## config.mk

```make
export PLATFORM = sky130hd
export DESIGN_NAME = cyl_cycle_seq
export DESIGN_NICKNAME = d
export VERILOG_FILES = /design/src/rtl/cyl_seq_pkg.sv /design/src/rtl/cyl_on_delay.sv /design/src/rtl/cyl_run_counter.sv /design/src/rtl/cyl_cycle_seq.sv
export SDC_FILE = /design/constraint.sdc
export NUM_CORES = 1
export LEC_CHECK = 0
export ABC_CLOCK_PERIOD_IN_PS = 1900
export CAP_MARGIN = 20
export CORE_AREA = 2 2 90 92
export DETAILED_ROUTE_END_ITERATION = 8
export DIE_AREA = 0 0 92 94
export GPL_TIMING_DRIVEN = 1
export SLEW_MARGIN = 25
export SYNTH_ARGS = -nofsm -noshare
export SYNTH_HDL_FRONTEND = slang
export SYNTH_SLANG_ARGS = --single-unit
```

## constraint.sdc

```tcl
create_clock -name clk_i -period 1.9 [get_ports clk_i]
set_input_delay 0.285 -clock clk_i [delete_from_list [all_inputs] [get_ports clk_i]]
set_output_delay 0.285 -clock clk_i [all_outputs]
set_load 0.01 [all_outputs]
```

## src/rtl/cyl_seq_pkg.sv

```systemverilog
package cyl_seq_pkg;
  typedef enum logic [1:0] {
    ST_IDLE    = 2'd0,
    ST_EXTEND  = 2'd1,
    ST_RETRACT = 2'd2
  } seq_state_e;
endpackage

```

## src/rtl/cyl_on_delay.sv

```systemverilog
module cyl_on_delay #(
  parameter int TW = 8
) (
  input  logic          clk_i,
  input  logic          rst_ni,
  input  logic          en_i,
  input  logic          tick_i,
  input  logic [TW-1:0] preset_i,
  output logic          q_o
);
  logic [TW-1:0] elapsed_q;

  always_ff @(posedge clk_i or negedge rst_ni) begin
    if (!rst_ni)                             elapsed_q <= '0;
    else if (!en_i)                          elapsed_q <= '0;
    else if (tick_i && elapsed_q < preset_i) elapsed_q <= elapsed_q + 1'b1;
  end

  assign q_o = en_i && (elapsed_q >= preset_i);

  AST_TIMER_FREEZE: assert property (@(posedge clk_i) disable iff (!rst_ni)
    (en_i && !tick_i) |=> $stable(elapsed_q));
  AST_TIMER_CLEAR: assert property (@(posedge clk_i) disable iff (!rst_ni)
    !en_i |=> (elapsed_q == '0));
endmodule

```

## src/rtl/cyl_run_counter.sv

```systemverilog
module cyl_run_counter #(
  parameter int CW = 8
) (
  input  logic          clk_i,
  input  logic          rst_ni,
  input  logic          clr_i,
  input  logic          inc_i,
  input  logic [CW-1:0] preset_i,
  output logic [CW-1:0] count_o,
  output logic          last_o
);
  localparam int XW = CW + 1;
  logic [CW-1:0] count_q;

  always_ff @(posedge clk_i or negedge rst_ni) begin
    if (!rst_ni)    count_q <= '0;
    else if (clr_i) count_q <= '0;
    else if (inc_i) count_q <= count_q + 1'b1;
  end

  // next increment reaches the preset
  assign last_o  = (XW'(count_q) + XW'(1)) == XW'(preset_i);
  assign count_o = count_q;
endmodule

```

## src/rtl/cyl_cycle_seq.sv

```systemverilog
module cyl_cycle_seq
  import cyl_seq_pkg::*;
#(
  parameter int TW = 8,
  parameter int CW = 8
) (
  input  logic          clk_i,
  input  logic          rst_ni,
  input  logic          start_i,
  input  logic          stroke_end_i,
  input  logic          tick_i,
  input  logic [TW-1:0] dwell_preset_i,
  input  logic [TW-1:0] return_preset_i,
  input  logic [CW-1:0] cycle_preset_i,
  output logic          valve_o,
  output logic          busy_o,
  output logic          done_o,
  output logic [CW-1:0] count_o
);
  seq_state_e state_q, state_d;
  logic start_q, start_rise;
  logic done_q, done_d;
  logic dwell_en, dwell_q, ret_en, ret_q;
  logic cnt_clr, cnt_inc, cnt_last;
  logic zero_run;

  always_ff @(posedge clk_i or negedge rst_ni) begin
    if (!rst_ni) start_q <= 1'b0;
    else         start_q <= start_i;
  end
  assign start_rise = start_i && !start_q;
  assign zero_run   = (cycle_preset_i == '0);

  assign dwell_en = (state_q == ST_EXTEND) && stroke_end_i;
  assign ret_en   = (state_q == ST_RETRACT);

  cyl_on_delay #(.TW(TW)) i_dwell_tmr (
    .clk_i(clk_i), .rst_ni(rst_ni), .en_i(dwell_en), .tick_i(tick_i),
    .preset_i(dwell_preset_i), .q_o(dwell_q)
  );

  cyl_on_delay #(.TW(TW)) i_ret_tmr (
    .clk_i(clk_i), .rst_ni(rst_ni), .en_i(ret_en), .tick_i(tick_i),
    .preset_i(return_preset_i), .q_o(ret_q)
  );

  cyl_run_counter #(.CW(CW)) i_cnt (
    .clk_i(clk_i), .rst_ni(rst_ni), .clr_i(cnt_clr), .inc_i(cnt_inc),
    .preset_i(cycle_preset_i), .count_o(count_o), .last_o(cnt_last)
  );

  always_comb begin
    state_d = state_q;
    done_d  = done_q;
    cnt_clr = 1'b0;
    cnt_inc = 1'b0;
    unique case (state_q)
      ST_IDLE: if (start_rise) begin
        cnt_clr = 1'b1;
        done_d  = zero_run;
        if (!zero_run) state_d = ST_EXTEND;
      end
      ST_EXTEND: if (dwell_q) begin
        cnt_inc = 1'b1;
        if (cnt_last) begin
          state_d = ST_IDLE;
          done_d  = 1'b1;
        end else begin
          state_d = ST_RETRACT;
        end
      end
      ST_RETRACT: if (ret_q) state_d = ST_EXTEND;
      default: state_d = ST_IDLE;
    endcase
  end

  always_ff @(posedge clk_i or negedge rst_ni) begin
    if (!rst_ni) begin
      state_q <= ST_IDLE;
      done_q  <= 1'b0;
    end else begin
      state_q <= state_d;
      done_q  <= done_d;
    end
  end

  assign valve_o = (state_q == ST_EXTEND);
  assign busy_o  = (state_q != ST_IDLE);
  assign done_o  = done_q;

  AST_COUNT_STEP: assert property (@(posedge clk_i) disable iff (!rst_ni)
    $fell(valve_o) |-> (count_o == CW'($past(count_o) + 1'b1)));
  AST_NO_OVERRUN: assert property (@(posedge clk_i) disable iff (!rst_ni)
    busy_o |-> (count_o < cycle_preset_i));
  AST_START_IGNORED: assert property (@(posedge clk_i) disable iff (!rst_ni)
    (busy_o && start_rise) |=> (count_o >= $past(count_o)));
  AST_DONE_HOLD: assert property (@(posedge clk_i) disable iff (!rst_ni)
    (done_o && !start_i) |=> (done_o && $stable(count_o)));
  AST_DONE_IDLE: assert property (@(posedge clk_i) disable iff (!rst_ni)
    done_o |-> !valve_o);
endmodule

```

==> results.json, run 1 <==
{
  "most-common-layout-cells": "buf_4, clkdlybuf4s50_1, dfrtp_1",
  "violations": "setup timing",
  "synth_top_family_by_area": "simple AND/OR/NAND/NOR gates",
  "leakagePower_nw": 1.37,
  "clock_skew_ns": 0.00605,
  "cts_tree": "done",
  "powerDensity_nw_per_um2": 467,
  "crit_arrival_ns": 2.10,
  "row_count": 32,
  "num_vias": 2005,
  "sw_frac_of_total_pct": 27.5,
  "dpl.hpwl_mm": 3.89,
  "ys_seq_area_share_pct": 32.2,
  "synth_simple_gate_area_share_pct": 24.4,
  "rr_endpoint": "i_cnt.count_o[0]",
  "synth_compound_area_share_pct": 14.8,
  "syn_to_final_growth_pct": 60.4,
  "cap_violations": 0,
  "antenna_left": 0,
  "synthAdderAreaFrac_pct": 10.9,
  "setup_viol": 3,
  "syn_area_per_cell_sq_um": 9.15,
  "cts_buffers": 3,
  "critPathKind": "primary input to register",
  "max_freq_mhz": 518,
  "fin_crit_ns": 1.93,
  "internal_power_mw": 1.18,
  "first_iter_violations": 76,
  "min_path_type": "primary input to asynchronous set/reset pin",
  "yosys_warnings": 0,
  "antennaDiodeCount": 0,
  "antenna_found_initial": 0,
  "hold_buffers": 0,
  "grt.total_usage_pct": 13.5,
  "io_pins": 40,
  "finalNonFillerCells": 414,
  "ir_worst_vdd_uv": 364,
  "chipWidth_microns": 92,
  "clk_latency_ns": 0.28,
  "vias_per_cell": 4.84,
  "synthMuxAreaShare_pct": 2.64,
  "crit_fanout": 5,
  "pwr-share-seq_pct": 39.8,
  "reg2reg_depth": 8,
  "status": "finished with violations",
  "remaining_drc_errors": 0,
  "startpoint_type": "primary input",
  "post-place-cells": 401,
  "netlist_area_sq_um": 2180,
  "cts_root_buf": "clkbuf_8",
  "whs_ns": 0.378,
  "core_area_sq_um": 7610,
  "timing.rr.start": "i_dwell_tmr.elapsed_q[1]",
  "netlist_top_cells_area": "dfrtp_1, ha_1, xnor2_1",
  "grt_pass1_vias": 2021,
  "htreeDepth": 1,
  "clock_path_buffers": 2,
  "critPathCaptureType": "register",
  "rsz0062_at_grt": "yes",
  "hold_viol": 0,
  "final_max_slew_viol_count": 0,
  "tightest_slew_ns": 0.375,
  "start_util_pct": 28.6,
  "synth_cell_types": 52,
  "cp.required_ns": 2.07,
  "wl_per_cell_microns": 13.7,
  "synth_top_area_share_pct": 32.2,
  "synth.largest_area_cell": "dfrtp_1",
  "grt_start_max_net_pins": 29,
  "layout-drive-gt1-share_pct": 35.6,
  "clkPwrFrac_pct": 29.1,
  "overflow": 0,
  "finalWorstSetupSlack_ns": -0.0317,
  "relSlewSlack_pct": 75.0,
  "syn_inst": 238,
  "grt_pass1_wl_mm": 9.48,
  "final_common_cell": "buf_4",
  "combPwrFrac_pct": 31.2,
  "fp.dieH_microns": 94,
  "first_pass_iters": 4,
  "synth-xor-area-share_pct": 8.45,
  "r2r_slack_ns": -0.02,
  "wirelength_mm": 5.66,
  "place_congestion": 0.809,
  "synth-seq-cells": 28,
  "p_switching_uw": 449,
  "portBuffers": 39,
  "post-route-period-util_pct": 102,
  "cts.clk_slew.worst_paths_ns": 0.10,
  "cts.sinks": 28,
  "p_total_mw": 1.63,
  "nets": 361,
  "dieArea_sq_um": 8650,
  "synth_nets": 286
}
## state kept, by name, summed over array words and instances (netlist names)
signal,cells
i_ret_tmr.elapsed_q,8
start_q,1
state_q,2
i_dwell_tmr.elapsed_q,8
i_cnt.count_o,8
done_o,1
## power by group through the flow
stage	logic [mW]	registers (mW)	clock network [mW]
after CTS	0.460	0.644	0.493
after global placement	0.400	0.654	0
after floorplan	0.193	0.658	0
after detailed placement	0.403	0.654	0
final	0.508	0.648	0.474
after global routing	0.553	0.655	0.509
## worst max-delay path by stage
stage	start	to	slack [ns]
2_1_floorplan	i_dwell_tmr.elapsed_q[1]	i_cnt.count_o[0]	0.03
3_3_place_gp	dwell_preset_i[1]	i_cnt.count_o[6]	-0.54
3_5_place_dp	dwell_preset_i[1]	i_cnt.count_o[6]	-0.61
4_1_cts	i_dwell_tmr.elapsed_q[1]	i_cnt.count_o[0]	-0.06
5_1_grt	dwell_preset_i[2]	i_cnt.count_o[2]	-0.12
6_report	dwell_preset_i[2]	i_cnt.count_o[0]	-0.03
## area by class of cell
cell class              instances  area [sq um]
fillers                       716          4120
multi-input cells             180          1780
repair buffers                 77           724
flip-flops and latches         28           703
well taps                     102           128
inverters                      23          86.3
clock buffers                   3          41.3
clock inverters                 1          30.0
## kinds of logic (layout without fill, tap and decap cells)
| kind of cell | count (synthesis) | in the layout |
|---|---|---|
| compound gates | 46 | 47 |
| xor+xnor | 21 | 21 |
| fa+ha+maj | 19 | 19 |
| buf+inv | 31 | 104 |
| flops | 28 | 28 |
| mux | 5 | 5 |
| simple gates | 88 | 88 |
## per-layer routing
layer  global-route usage (%)  share of wire, %  vias to the layer above
li1                         -                 -                     1004
met1                     17.9                45                      958
met2                     23.8                51                       38
met3                     1.52               3.2                        5
met4                     2.61              0.74                        0
met5                        0                 0                        -
## Yosys cell counts, drive strengths merged
cell type / n
dfrtp: 28
nor2: 24
inv: 23
ha: 19
xnor2: 19
nand2: 18
a31oi: 11
a21oi: 10
o21ai: 8
buf: 7
nand3: 7
nand4: 7
nor4b: 7
nor3b: 4
nor4: 4
or2: 4
mux2: 3
nor2b: 3
nor3: 3
o22ai: 3
a22o: 2
a32o: 2
and3: 2
mux2i: 2
o211ai: 2
o31ai: 2
xor2: 2
a211o: 1
a211oi: 1
a21o: 1
a41oi: 1
and2: 1
and2b: 1
and4: 1
clkbuf: 1
nand2b: 1
nand3b: 1
o21ba: 1
o41ai: 1
## critical path, stage by stage
cell and delay [ns]:
clkdlybuf4s50_1 0.47, inv_1 0.07, ha_4 0.28, nand4_1 0.13
a31oi_4 0.24, o21ba_4 0.21, buf_6 0.12, nor2_4 0.03
mux2_4 0.25
## stage by stage
step / setup WS (ns) / instance area, sq um / util (%) / setup TNS (ns)
after global routing: -0.115 / 3490 / 45.9 / -0.775
final: -0.0317 / 3490 / 45.9 / -0.0451
after detailed placement: -0.614 / 2860 / 37.6 / -12.81
after floorplan: 0.0347 / 2180 / - / 0
after global placement: -0.539 / 2860 / 37.6 / -11.61
after CTS: -0.0584 / 3280 / 43.2 / -0.315
## timing repair
action / CTS / global route
buffers inserted: 4 / 4
gates resized for setup: 57 / 31
endpoints found under the hold margin: 0 / 0
pin swaps: 39 / 31
gates cloned: 1 / 0
setup endpoints to repair: 27 / 27
Note: power is estimated with default switching activity, not from simulation.
==> run 2: changes to the inputs <==
--- a/config.mk
+++ b/config.mk
@@ -11,6 +11,7 @@
 export DETAILED_ROUTE_END_ITERATION = 8
 export DIE_AREA = 0 0 92 94
 export GPL_TIMING_DRIVEN = 1
+export PLACE_DENSITY = 0.59
 export SLEW_MARGIN = 25
 export SYNTH_ARGS = -nofsm -noshare
 export SYNTH_HDL_FRONTEND = slang
==> run 2 against run 1 <==
Compared with the run above:
- the run still ends with setup timing left
- combinational power decreased by 9.8%
- final area down 3.0%
- global-route usage shrank 0.20 points
- largest power group unchanged
- count of clock-buffer cells in the layout rose by 1
- clock skew decreased by 0.0031 ns
- utilization is 1.4 points lower
- critical endpoint is now i_cnt.count_o[2]
- highest routed layer unchanged
- sequential power hardly changed
- non-clock buffer count up 6
- via count shrank 0.55%
- sequential share of layout area is 0.54 points higher
- clock power down 21%
==> results.json, run 2 (synthesized netlist as in run 1, its figures left out) <==
{
  "clk_latency_ns": 0.27,
  "cts.sinks": 28,
  "nets": 367,
  "leakagePower_nw": 1.39,
  "portBuffers": 39,
  "cts_buffers": 3,
  "grt.total_usage_pct": 13.3,
  "multi_input_comb_area_sq_um": 1660,
  "final_common_cell": "buf_4",
  "utilization_pct": 44.5,
  "row_count": 32,
  "crit_arrival_ns": 2.16,
  "fp.dieH_microns": 94,
  "cts_root_buf": "clkbuf_8",
  "post-route-period-util_pct": 103,
  "first_iter_violations": 75,
  "clkPwrFrac_pct": 25.3,
  "wirelength_mm": 5.65,
  "critPathLaunch": "dwell_preset_i[6]",
  "htreeDepth": 1,
  "ir_worst_vdd_uv": 363,
  "antenna_left": 0,
  "fin_crit_ns": 1.96,
  "pwr-share-seq_pct": 43.7,
  "max_freq_mhz": 511,
  "cts_tree": "done",
  "grt_pass1_wl_mm": 9.34,
  "layout-drive-gt1-share_pct": 34.3,
  "clock_skew_ns": 0.00292,
  "sw_frac_of_total_pct": 28.9,
  "hold_viol": 0,
  "dieArea_sq_um": 8650,
  "post-place-cells": 407,
  "antennaDiodeCount": 0,
  "vias_per_cell": 4.75,
  "powerDensity_nw_per_um2": 436,
  "rsz0062_at_grt": "yes",
  "critPathCaptureType": "register",
  "critPathKind": "primary input to register",
  "combPwrFrac_pct": 31.0,
  "nFillCells": 750,
  "core_area_sq_um": 7610,
  "antenna_found_initial": 0,
  "overflow": 0,
  "timing.rr.start": "i_dwell_tmr.elapsed_q[7]",
  "num_vias": 1994,
  "violations": "setup timing",
  "grt_start_max_net_pins": 29,
  "clock_path_buffers": 2,
  "startpoint_type": "primary input",
  "finalWorstSetupSlack_ns": -0.0552,
  "chipWidth_microns": 92,
  "remaining_drc_errors": 0,
  "io_pins": 40,
  "most-common-layout-cells": "buf_4, clkdlybuf4s50_1, dfrtp_1",
  "relSlewSlack_pct": 68.7,
  "place_congestion": 0.831,
  "final-seq-area_sq_um": 701,
  "cts.clk_slew.worst_paths_ns": 0.10,
  "tightest_slew_ns": 0.467,
  "internal_power_mw": 1.05,
  "p_switching_uw": 427,
  "final_max_slew_viol_count": 0,
  "cap_violations": 0,
  "cp.required_ns": 2.11,
  "grt_pass1_vias": 1998,
  "status": "finished with violations",
  "min_path_type": "primary input to asynchronous set/reset pin",
  "dpl.hpwl_mm": 3.98,
  "setup_viol": 6,
  "wl_per_cell_microns": 13.4,
  "start_util_pct": 28.6,
  "crit_fanout": 5,
  "first_pass_iters": 4,
  "finalNonFillerCells": 420,
  "syn_to_final_growth_pct": 55.6
}
==> run 2: final timing paths <==
check                                    endpoint  slack [ns]  depth (start not counted)
max reg2reg                      i_cnt.count_o[2]       -0.02                          6
max                              i_cnt.count_o[2]       -0.06                          8
min reg2reg                            state_q[0]        0.55                          1
min                              i_cnt.count_o[0]        0.38                          2
max in group asynchronous  i_ret_tmr.elapsed_q[0]        1.25                          2
min in group clk_i                        start_q        0.52                          1
==> run 2: layout make-up <==
| type | instances | area share [%] |
|---|---|---|
| clock buffer | 4 | 1.62 |
| inverter | 23 | 2.55 |
| timing repair buffer | 83 | 22.3 |
| tap | 102 | 3.77 |
| multi-input combinational | 180 | 49.1 |
| sequential | 28 | 20.7 |
==> run 2: worst max-delay path, cell delays in order <==
cell	delay [ns]
clkdlybuf4s50_1	0.48
inv_2	0.05
ha_4	0.25
nand4_1	0.17
a31oi_4	0.27
o21ba_4	0.22
mux2_4	0.30
mux2i_1	0.13
==> run 2: power by group through the flow <==
stage               logic, mW  clock network, mW  registers [mW]
global placement        0.399                  0           0.655
global route            0.501              0.422           0.652
CTS                     0.443              0.389           0.646
finish                  0.458              0.374           0.646
detailed placement      0.405                  0           0.655
floorplan               0.193                  0           0.658
==> run 2: repair_timing <==
action | in CTS | in global routing
resized for setup | 40 | 29
gates cloned | 1 | 0
endpoints found under the setup margin | 26 | 28
hold buffers | 0 | 0
setup buffers | 4 | 4
pin swaps | 32 | 30
==> run 2: layer usage <==
metal  vias up  GRT usage (%)  wire length (microns)
li1       1010              -                      -
met1       944           16.9                   2550
met2        38           23.5                   2870
met3         2           2.89                    206
met4         0           1.99                     21
met5         -              0                      0
==> run 2: metrics by stage <==
stage	hold slack [ns]	area, sq um	worst slack, ns	power, mW	setup TNS [ns]
after floorplan	-0.0106	2180	0.0347	0.851	0
after global placement	0.529	2910	-0.535	1.05	-11.45
after detailed placement	0.539	2910	-0.589	1.06	-12.35
after global routing	0.426	3390	-0.0988	1.58	-0.878
after CTS	0.392	3240	-0.0613	1.48	-0.527
final	0.377	3390	-0.0552	1.48	-0.141
